===== config.mk =====
export PLATFORM = sky130hd
export DESIGN_NAME = uart_flag_irq
export DESIGN_NICKNAME = d
export VERILOG_FILES = /design/src/rtl/uart_flag_pkg.sv /design/src/rtl/uart_rx_flags.sv /design/src/rtl/uart_tx_flags.sv /design/src/rtl/uart_line_ctl.sv /design/src/rtl/uart_flag_irq.sv
export SDC_FILE = /design/constraint.sdc
export NUM_CORES = 1
export LEC_CHECK = 0
export CAP_MARGIN = 20
export CORE_MARGIN = 10
export CORE_UTILIZATION = 38
export CTS_CLUSTER_DIAMETER = 100
export DETAILED_ROUTE_END_ITERATION = 8
export PLACE_DENSITY = 0.92
export SYNTH_ARGS = -nofsm -noshare
export SYNTH_HDL_FRONTEND = slang
export SYNTH_SLANG_ARGS = --single-unit

===== constraint.sdc =====
create_clock -name clk_i -period 2.5 [get_ports clk_i]
set_input_delay 0.5 -clock clk_i [delete_from_list [all_inputs] [get_ports clk_i]]
set_output_delay 0.5 -clock clk_i [all_outputs]
set_load 0.1 [all_outputs]

===== src/rtl/uart_flag_pkg.sv =====
package uart_flag_pkg;
  typedef struct packed {
    logic parity;
    logic frame;
    logic overrun;
  } rx_err_t;

  localparam rx_err_t RX_ERR_NONE = '{parity: 1'b0, frame: 1'b0, overrun: 1'b0};
endpackage


===== src/rtl/uart_rx_flags.sv =====
module uart_rx_flags
  import uart_flag_pkg::*;
#(
  parameter int DATA_W = 8
) (
  input  logic              clk,
  input  logic              rst_n,
  input  logic              sw_reset,
  input  logic              rx_en,
  input  logic              rx_load,
  input  logic [DATA_W-1:0] rx_byte,
  input  logic              par_bad,
  input  logic              frm_bad,
  input  logic              data_read,
  input  logic              err_clr,
  output logic              full,
  output rx_err_t           err,
  output logic [DATA_W-1:0] data
);

  logic              full_q, full_d;
  rx_err_t           err_q, err_d;
  logic [DATA_W-1:0] data_q;
  logic              accept, ovr_evt, store;

  always_comb begin
    accept  = rx_load & rx_en;
    ovr_evt = accept & full_q & ~data_read;
    store   = accept & ~ovr_evt & ~sw_reset;

    full_d = full_q;
    if (data_read) full_d = 1'b0;
    if (store)     full_d = 1'b1;
    if (sw_reset)  full_d = 1'b0;

    err_d = err_q;
    if (err_clr) err_d = RX_ERR_NONE;
    if (store) begin
      if (par_bad) err_d.parity = 1'b1;
      if (frm_bad) err_d.frame  = 1'b1;
    end
    if (ovr_evt)  err_d.overrun = 1'b1;
    if (sw_reset) err_d = RX_ERR_NONE;
  end

  always_ff @(posedge clk or negedge rst_n) begin
    if (!rst_n) begin
      full_q <= 1'b0;
      err_q  <= RX_ERR_NONE;
    end else begin
      full_q <= full_d;
      err_q  <= err_d;
    end
  end

  always_ff @(posedge clk or negedge rst_n) begin
    if (!rst_n) begin
      data_q <= '0;
    end else if (store) begin
      data_q <= rx_byte;
    end
  end

  assign full = full_q;
  assign err  = err_q;
  assign data = data_q;


  overrun_keeps_data_chk: assert property (@(posedge clk) disable iff (!rst_n)
    (rx_load && rx_en && full_q && !data_read && !sw_reset)
      |=> (err_q.overrun && full_q && $stable(data_q)));


  err_clear_all_chk: assert property (@(posedge clk) disable iff (!rst_n)
    (err_clr && !rx_load) |=> (err_q == RX_ERR_NONE));


  rx_disabled_hold_chk: assert property (@(posedge clk) disable iff (!rst_n)
    (!rx_en && !sw_reset && !data_read) |=> ($stable(full_q) && $stable(data_q)));

endmodule


===== src/rtl/uart_tx_flags.sv =====
module uart_tx_flags (
  input  logic clk,
  input  logic rst_n,
  input  logic sw_reset,
  input  logic tx_write,
  input  logic tx_take,
  input  logic tx_done,
  output logic empty,
  output logic idle
);

  logic empty_q, empty_d, idle_q, idle_d;

  always_comb begin
    empty_d = empty_q;
    if (tx_write) empty_d = 1'b0;
    if (tx_take)  empty_d = 1'b1;
    if (sw_reset) empty_d = 1'b1;

    idle_d = idle_q;
    if (tx_take)  idle_d = 1'b0;
    if (tx_done)  idle_d = 1'b1;
    if (sw_reset) idle_d = 1'b1;
  end

  always_ff @(posedge clk or negedge rst_n) begin
    if (!rst_n) begin
      empty_q <= 1'b1;
      idle_q  <= 1'b1;
    end else begin
      empty_q <= empty_d;
      idle_q  <= idle_d;
    end
  end

  assign empty = empty_q;
  assign idle  = idle_q;


  swreset_tx_flags_chk: assert property (@(posedge clk) disable iff (!rst_n)
    sw_reset |=> (empty_q && idle_q));


  tx_write_clears_chk: assert property (@(posedge clk) disable iff (!rst_n)
    (tx_write && !tx_take && !sw_reset) |=> !empty_q);


  tx_take_busy_chk: assert property (@(posedge clk) disable iff (!rst_n)
    (tx_take && !tx_done && !sw_reset) |=> !idle_q);

endmodule


===== src/rtl/uart_line_ctl.sv =====
module uart_line_ctl (
  input  logic clk,
  input  logic rst_n,
  input  logic sw_reset,
  input  logic rx_en,
  output logic rts,
  output logic abort
);

  logic rts_q, rts_d, abort_q;

  always_comb begin
    rts_d = rx_en & ~sw_reset;
  end

  always_ff @(posedge clk or negedge rst_n) begin
    if (!rst_n) begin
      rts_q   <= 1'b0;
      abort_q <= 1'b0;
    end else begin
      rts_q   <= rts_d;
      abort_q <= sw_reset;
    end
  end

  assign rts   = rts_q;
  assign abort = abort_q;


  rts_low_chk: assert property (@(posedge clk) disable iff (!rst_n)
    (!rx_en || sw_reset) |=> !rts_q);


  abort_pulse_chk: assert property (@(posedge clk) disable iff (!rst_n)
    sw_reset |=> abort_q);

endmodule


===== src/rtl/uart_flag_irq.sv =====
module uart_flag_irq
  import uart_flag_pkg::*;
#(
  parameter int DATA_W = 8,
  parameter int SYNC_STAGES = 2
) (
  input  logic              clk_i,
  input  logic              rst_ni,
  input  logic              sw_reset_i,
  input  logic              err_clr_i,
  input  logic              rx_en_i,
  input  logic              rx_ie_i,
  input  logic              tx_ie_i,
  input  logic              idle_ie_i,
  input  logic              rx_load_i,
  input  logic [DATA_W-1:0] rx_byte_i,
  input  logic              rx_parity_bad_i,
  input  logic              rx_frame_bad_i,
  input  logic              data_read_i,
  input  logic              tx_write_i,
  input  logic              tx_take_i,
  input  logic              tx_done_i,
  output logic [DATA_W-1:0] rx_data_o,
  output logic              rx_full_o,
  output logic              parity_err_o,
  output logic              frame_err_o,
  output logic              overrun_err_o,
  output logic              tx_empty_o,
  output logic              line_idle_o,
  output logic              rx_irq_o,
  output logic              tx_irq_o,
  output logic              idle_irq_o,
  output logic              rts_o,
  output logic              abort_o
);

  logic [SYNC_STAGES-1:0] rst_sync_q;
  logic                   rst_n;

  always_ff @(posedge clk_i or negedge rst_ni) begin
    if (!rst_ni) rst_sync_q <= '0;
    else         rst_sync_q <= {rst_sync_q[SYNC_STAGES-2:0], 1'b1};
  end
  assign rst_n = rst_sync_q[SYNC_STAGES-1];

  rx_err_t rx_err;
  logic    rx_full, tx_empty, line_idle;

  uart_rx_flags #(.DATA_W(DATA_W)) u_rx (
    .clk      (clk_i),
    .rst_n    (rst_n),
    .sw_reset (sw_reset_i),
    .rx_en    (rx_en_i),
    .rx_load  (rx_load_i),
    .rx_byte  (rx_byte_i),
    .par_bad  (rx_parity_bad_i),
    .frm_bad  (rx_frame_bad_i),
    .data_read(data_read_i),
    .err_clr  (err_clr_i),
    .full     (rx_full),
    .err      (rx_err),
    .data     (rx_data_o)
  );

  uart_tx_flags u_tx (
    .clk     (clk_i),
    .rst_n   (rst_n),
    .sw_reset(sw_reset_i),
    .tx_write(tx_write_i),
    .tx_take (tx_take_i),
    .tx_done (tx_done_i),
    .empty   (tx_empty),
    .idle    (line_idle)
  );

  uart_line_ctl u_line (
    .clk     (clk_i),
    .rst_n   (rst_n),
    .sw_reset(sw_reset_i),
    .rx_en   (rx_en_i),
    .rts     (rts_o),
    .abort   (abort_o)
  );

  always_comb begin
    rx_irq_o   = rx_ie_i & (rx_full | rx_err.parity | rx_err.frame | rx_err.overrun);
    tx_irq_o   = tx_ie_i & tx_empty;
    idle_irq_o = idle_ie_i & line_idle;
  end

  assign rx_full_o     = rx_full;
  assign parity_err_o  = rx_err.parity;
  assign frame_err_o   = rx_err.frame;
  assign overrun_err_o = rx_err.overrun;
  assign tx_empty_o    = tx_empty;
  assign line_idle_o   = line_idle;


  swreset_rx_quiet_chk: assert property (@(posedge clk_i) disable iff (!rst_n)
    sw_reset_i |=> !rx_irq_o);


  tx_irq_after_swreset_chk: assert property (@(posedge clk_i) disable iff (!rst_n)
    (sw_reset_i && tx_ie_i) |=> (tx_irq_o || !tx_ie_i));

endmodule


== After elaboration in Yosys (flattened, before gate mapping) ==
Index checks and enable logic that the tools add are counted.
Storage, ports and cells
  output and inout port bits: 19
  bits in registers: 18
  word-level logic and storage cells: 44
Operators by class
  bitwise operators: 15
  reduce and logical (&&, ||, !) cells: 4
  multiplexer cells: 15
Operators with widths (count)
  2-to-1 mux 1 bit: 12
  nonzero test 3 bit: 4
  bitwise AND 1 bit: 9
  2-to-1 mux 3 bit: 2
  NOT 1 bit: 3
  OR 1 bit: 3
  2-to-1 mux 2 bit: 1

== Longest topological paths before layout ==
  depth after elaboration: 8
  depth in mapped cells: 3
  depth with buffers taken out: 3

== Hierarchy ==
A second synthesis with hierarchy kept.
Second synthesis, totals
  cells, all modules: 48
  area, all modules: 689.4 sq um
By module, submodules not included
  uart_rx_flags: instances 1, area an instance 470.5 sq um, seq. area each 300.3 sq um, cells each 31
  uart_flag_irq: instances 1, area an instance 77.6 sq um, seq. area each 50.0 sq um, cells each 6
  uart_tx_flags: instances 1, area an instance 77.6 sq um, seq. area each 52.6 sq um, cells each 8
  uart_line_ctl: instances 1, area an instance 63.8 sq um, seq. area each 50.0 sq um, cells each 3

== Worst setup path before layout ==
Ideal clock, no wire load.
  path kind: reg-to-output
  start: register u_rx.err_q (netlist bit u_rx.err[2])
  end: output rx_irq_o
  required time: 2.000 ns
  slack: 0.106 ns
  data arrival time: 1.894 ns
  cell stages (with the launch flop): 2
  cell sequence: dfrtp_1 -> o41a_1
Between the ends
  word-level cells in the longest chain between the ends: 4
RTL lines
  from (decl): line uart_rx_flags.sv:22  | rx_err_t err_q, err_d;
  from (signal assigned): line uart_rx_flags.sv:52  | err_q <= err_d;
  OR 1 bit (3 in a row): line uart_flag_irq.sv:86  | rx_irq_o = rx_ie_i & (rx_full | rx_err.parity | rx_err.frame | rx_err.overrun);
  bitwise AND 1 bit: line uart_flag_irq.sv:86
  to (decl): line uart_flag_irq.sv:30  | output logic rx_irq_o,
No other way between the ends.

== Final worst setup path ==
  start: input rx_ie_i
  end: output rx_irq_o
Between the ends
  word-level cells in the longest chain between the ends: 1
RTL lines
  from (decl): line uart_flag_irq.sv:12  | input logic rx_ie_i,
  bitwise AND 1 bit: line uart_flag_irq.sv:86
No other way between the ends.

==> results.cfg <==
[synth]
synth.area.top_cells = dfrtp_1 (59%), mux2_2 (13%), dfstp_2 (7.7%), nor2_1 (2.7%), a22o_1 (2.6%)
synth_top_area_share_pct = 58.50
yosysTopAreaCell = dfrtp_1
yosysUniqueCellTypes = 17
netlist_top_cells_count = dfrtp_1 (16), mux2_2 (8), nor2_1 (5)
syn-instance-count = 49
synthArstFlopShare_pct = 100.0
synth-edff-count = 0
synth_nets = 72
ys_ff_latch = 18
synth-main-ff-cell = dfrtp_1
ys_seq_area_share_pct = 66.18
yosysMostFrequentCell = dfrtp_1
ys.warnings.count = 0
syn_area_um2 = 684.4
syn_avg_cell_area_um2 = 13.97

[worst_setup_path]
critical_path.max_stage_delay_ns = 0.46
critPathKind = in2out
critPathCaptureType = primary output
rr_endpoint = u_rx.data[5]$_DFFE_PN0P_
start_kind = primary input
cp_slowest_cell = clkdlybuf4s50_1
cp_cell_sequence = clkdlybuf4s50_1 > o41a_1 > buf_12
arrival_ns = 1.34
cp_max_fo = 1
cp_top_family = buffers and inverters
rrSetupSlack_ns = 0.96
required_ns = 2.00
r2r_cells = 3
path_buf_inv = 2
timing.rr.start = u_rx.full$_DFFE_PN0P_

[clock_tree]
cts_sinks = 18
root_buffer = clkbuf_4
clk-insertion-delay-late_ns = 0.28
path_clk_slew_ns = 0.10
cts_tree = done
cts.path.max_buffers = 2
post_cts_resized = 0
hold_buffers = 0
cts_max_level = 1
cts_buffers = 3
cts_setup_buffers = 0

[worst_hold_path]
hp-class = reg2async

[placed_design]
gp_congestion = 0.6739
placed_area_um2 = 1111
dp_slack_ns = 0.3839
place.port_buffers = 41
hpwl_um = 1496

[routing]
drt_iter0_drc = 6
wl_per_cell_um = 15.25
ant_nets = 0
drc = 0
drt-total-wl_um = 1800
via_count = 546
vias_per_cell = 4.627
dr.pass1.iters = 5

[sta]
finalWorstSetupSlack_ns = 0.6625
fin_crit_ns = 1.838
max-slew-margin-rel_pct = 58.02
fmax_ghz = 0.5442
rsz0062_at_grt = false
fin_skew_ns = 0.006461
tightest_slew_ns = 0.6297
whs_ns = 0.2649
final-setup-viol-count = 0
min_period_over_period_pct = 73.50
final.setup.tns_ns = 0
final_max_slew_viol_count = 0
finalHoldViolations = 0

[cells_and_area]
fillerInstances = 131
ff_latch_area_um2 = 452.9
num_antenna_cells = 0
final_cell_area_um2 = 1147
final_layout_size_suffix_gt1_share_pct = 38.71
multi_input_comb_area_um2 = 215.2
nets = 117
area_delta_synth_final_pct = 67.64

[floorplan]
die_height_um = 62.44
pin_count = 42
core_area_um2 = 1727
rows = 15
dieArea_um2 = 3899
start_util_pct = 39.64
die_w_um = 62.44

[power]
swShare_pct = 43.91
p_leak_nw = 0.5263
power_switching_uw = 409.8
sequentialPowerShare_pct = 37.1
p_per_area_nw_per_um2 = 813.4
power.internal_uw = 523.4
clkPwrFrac_pct = 18.5
p_comb_share_pct = 44.4
peakVddDrop_mv = 0.4892

[global_route]
overflow = 0
antenna_found_initial = 0
grt_max_degree = 17
first_global_vias = 591
track_usage_pct = 9.382
grt_pass1_wl_um = 3008

[run_status]
outcome = finished clean

[flow_run]
max_cap_viol_count = 0
==> per-layer routing <==
metal	track usage [%]	share of wire, %	up-vias
met2	15.90	52	22
met1	10.63	41	267
met3	3.763	6.4	2
li1	-	-	255
met5	0	0	-
met4	2.514	0.39	0
==> sequential cells by signal (all words and copies together) (netlist names) <==
signal        count
rst_sync_q        2
u_tx.idle         1
u_tx.empty        1
u_rx.data         8
u_rx.err          3
u_line.rts        1
u_line.abort      1
u_rx.full         1
==> cells by family after synthesis <==
kind of cell           count (synthesis)  synth area share (%)
AO/OA/AOI/OAI                          7                 7.678
AND/OR/NAND/NOR                       11                 10.06
flip-flops                            18                 66.18
multiplexers                           8                 13.16
buffers and inverters                  4                 2.376
other                                  1                0.5479
==> through the flow <==
step,power (mW),utilization [%],instances
3_5_place_dp,0.7703,64.35,114
2_1_floorplan,0.6504,-,49
4_1_cts,0.9447,66.45,118
5_1_grt,0.9717,66.45,118
3_3_place_gp,0.7642,64.35,114
6_report,0.9332,66.45,118
==> layout by cell type, fill, tap and decap left out, drive strengths merged <==
cell,instances
clkdlybuf4s50,22
inv,3
dfrtp,16
mux2,8
and2,2
nand2,1
conb,1
a22o,2
o21ai,2
a21oi,1
clkbuf,4
o41a,1
and2b,1
nor3,1
nor2,5
a32oi,1
nor2b,1
buf,19
dfstp,2
==> worst max path at each step <==
stage | start | endpoint | depth (start not counted)
5_1_grt | u_rx.err[2]$_DFF_PN0_ | rx_irq_o | 2
3_5_place_dp | sw_reset_i | u_rx.data[5]$_DFFE_PN0P_ | 3
6_report | rx_ie_i | rx_irq_o | 3
3_3_place_gp | sw_reset_i | u_rx.data[0]$_DFFE_PN0P_ | 3
2_1_floorplan | u_rx.err[2]$_DFF_PN0_ | rx_irq_o | 1
4_1_cts | u_rx.err[2]$_DFF_PN0_ | rx_irq_o | 2
==> layout make-up <==
class | instances | area share (%)
flip-flops and latches | 18 | 39.48
repair buffers | 41 | 34.90
multi-input cells | 27 | 18.76
clock buffers | 4 | 3.162
well taps | 25 | 2.726
inverters | 3 | 0.9815
==> power groups by stage <==
stage	Sequential [mW]	Combinational, mW	Clock (mW)
after floorplan	0.586	0.0645	0
after global placement	0.352	0.412	0
after detailed placement	0.353	0.417	0
after CTS	0.348	0.418	0.180
after global routing	0.352	0.426	0.194
final	0.347	0.414	0.173
(Power assumes the default switching activity.)
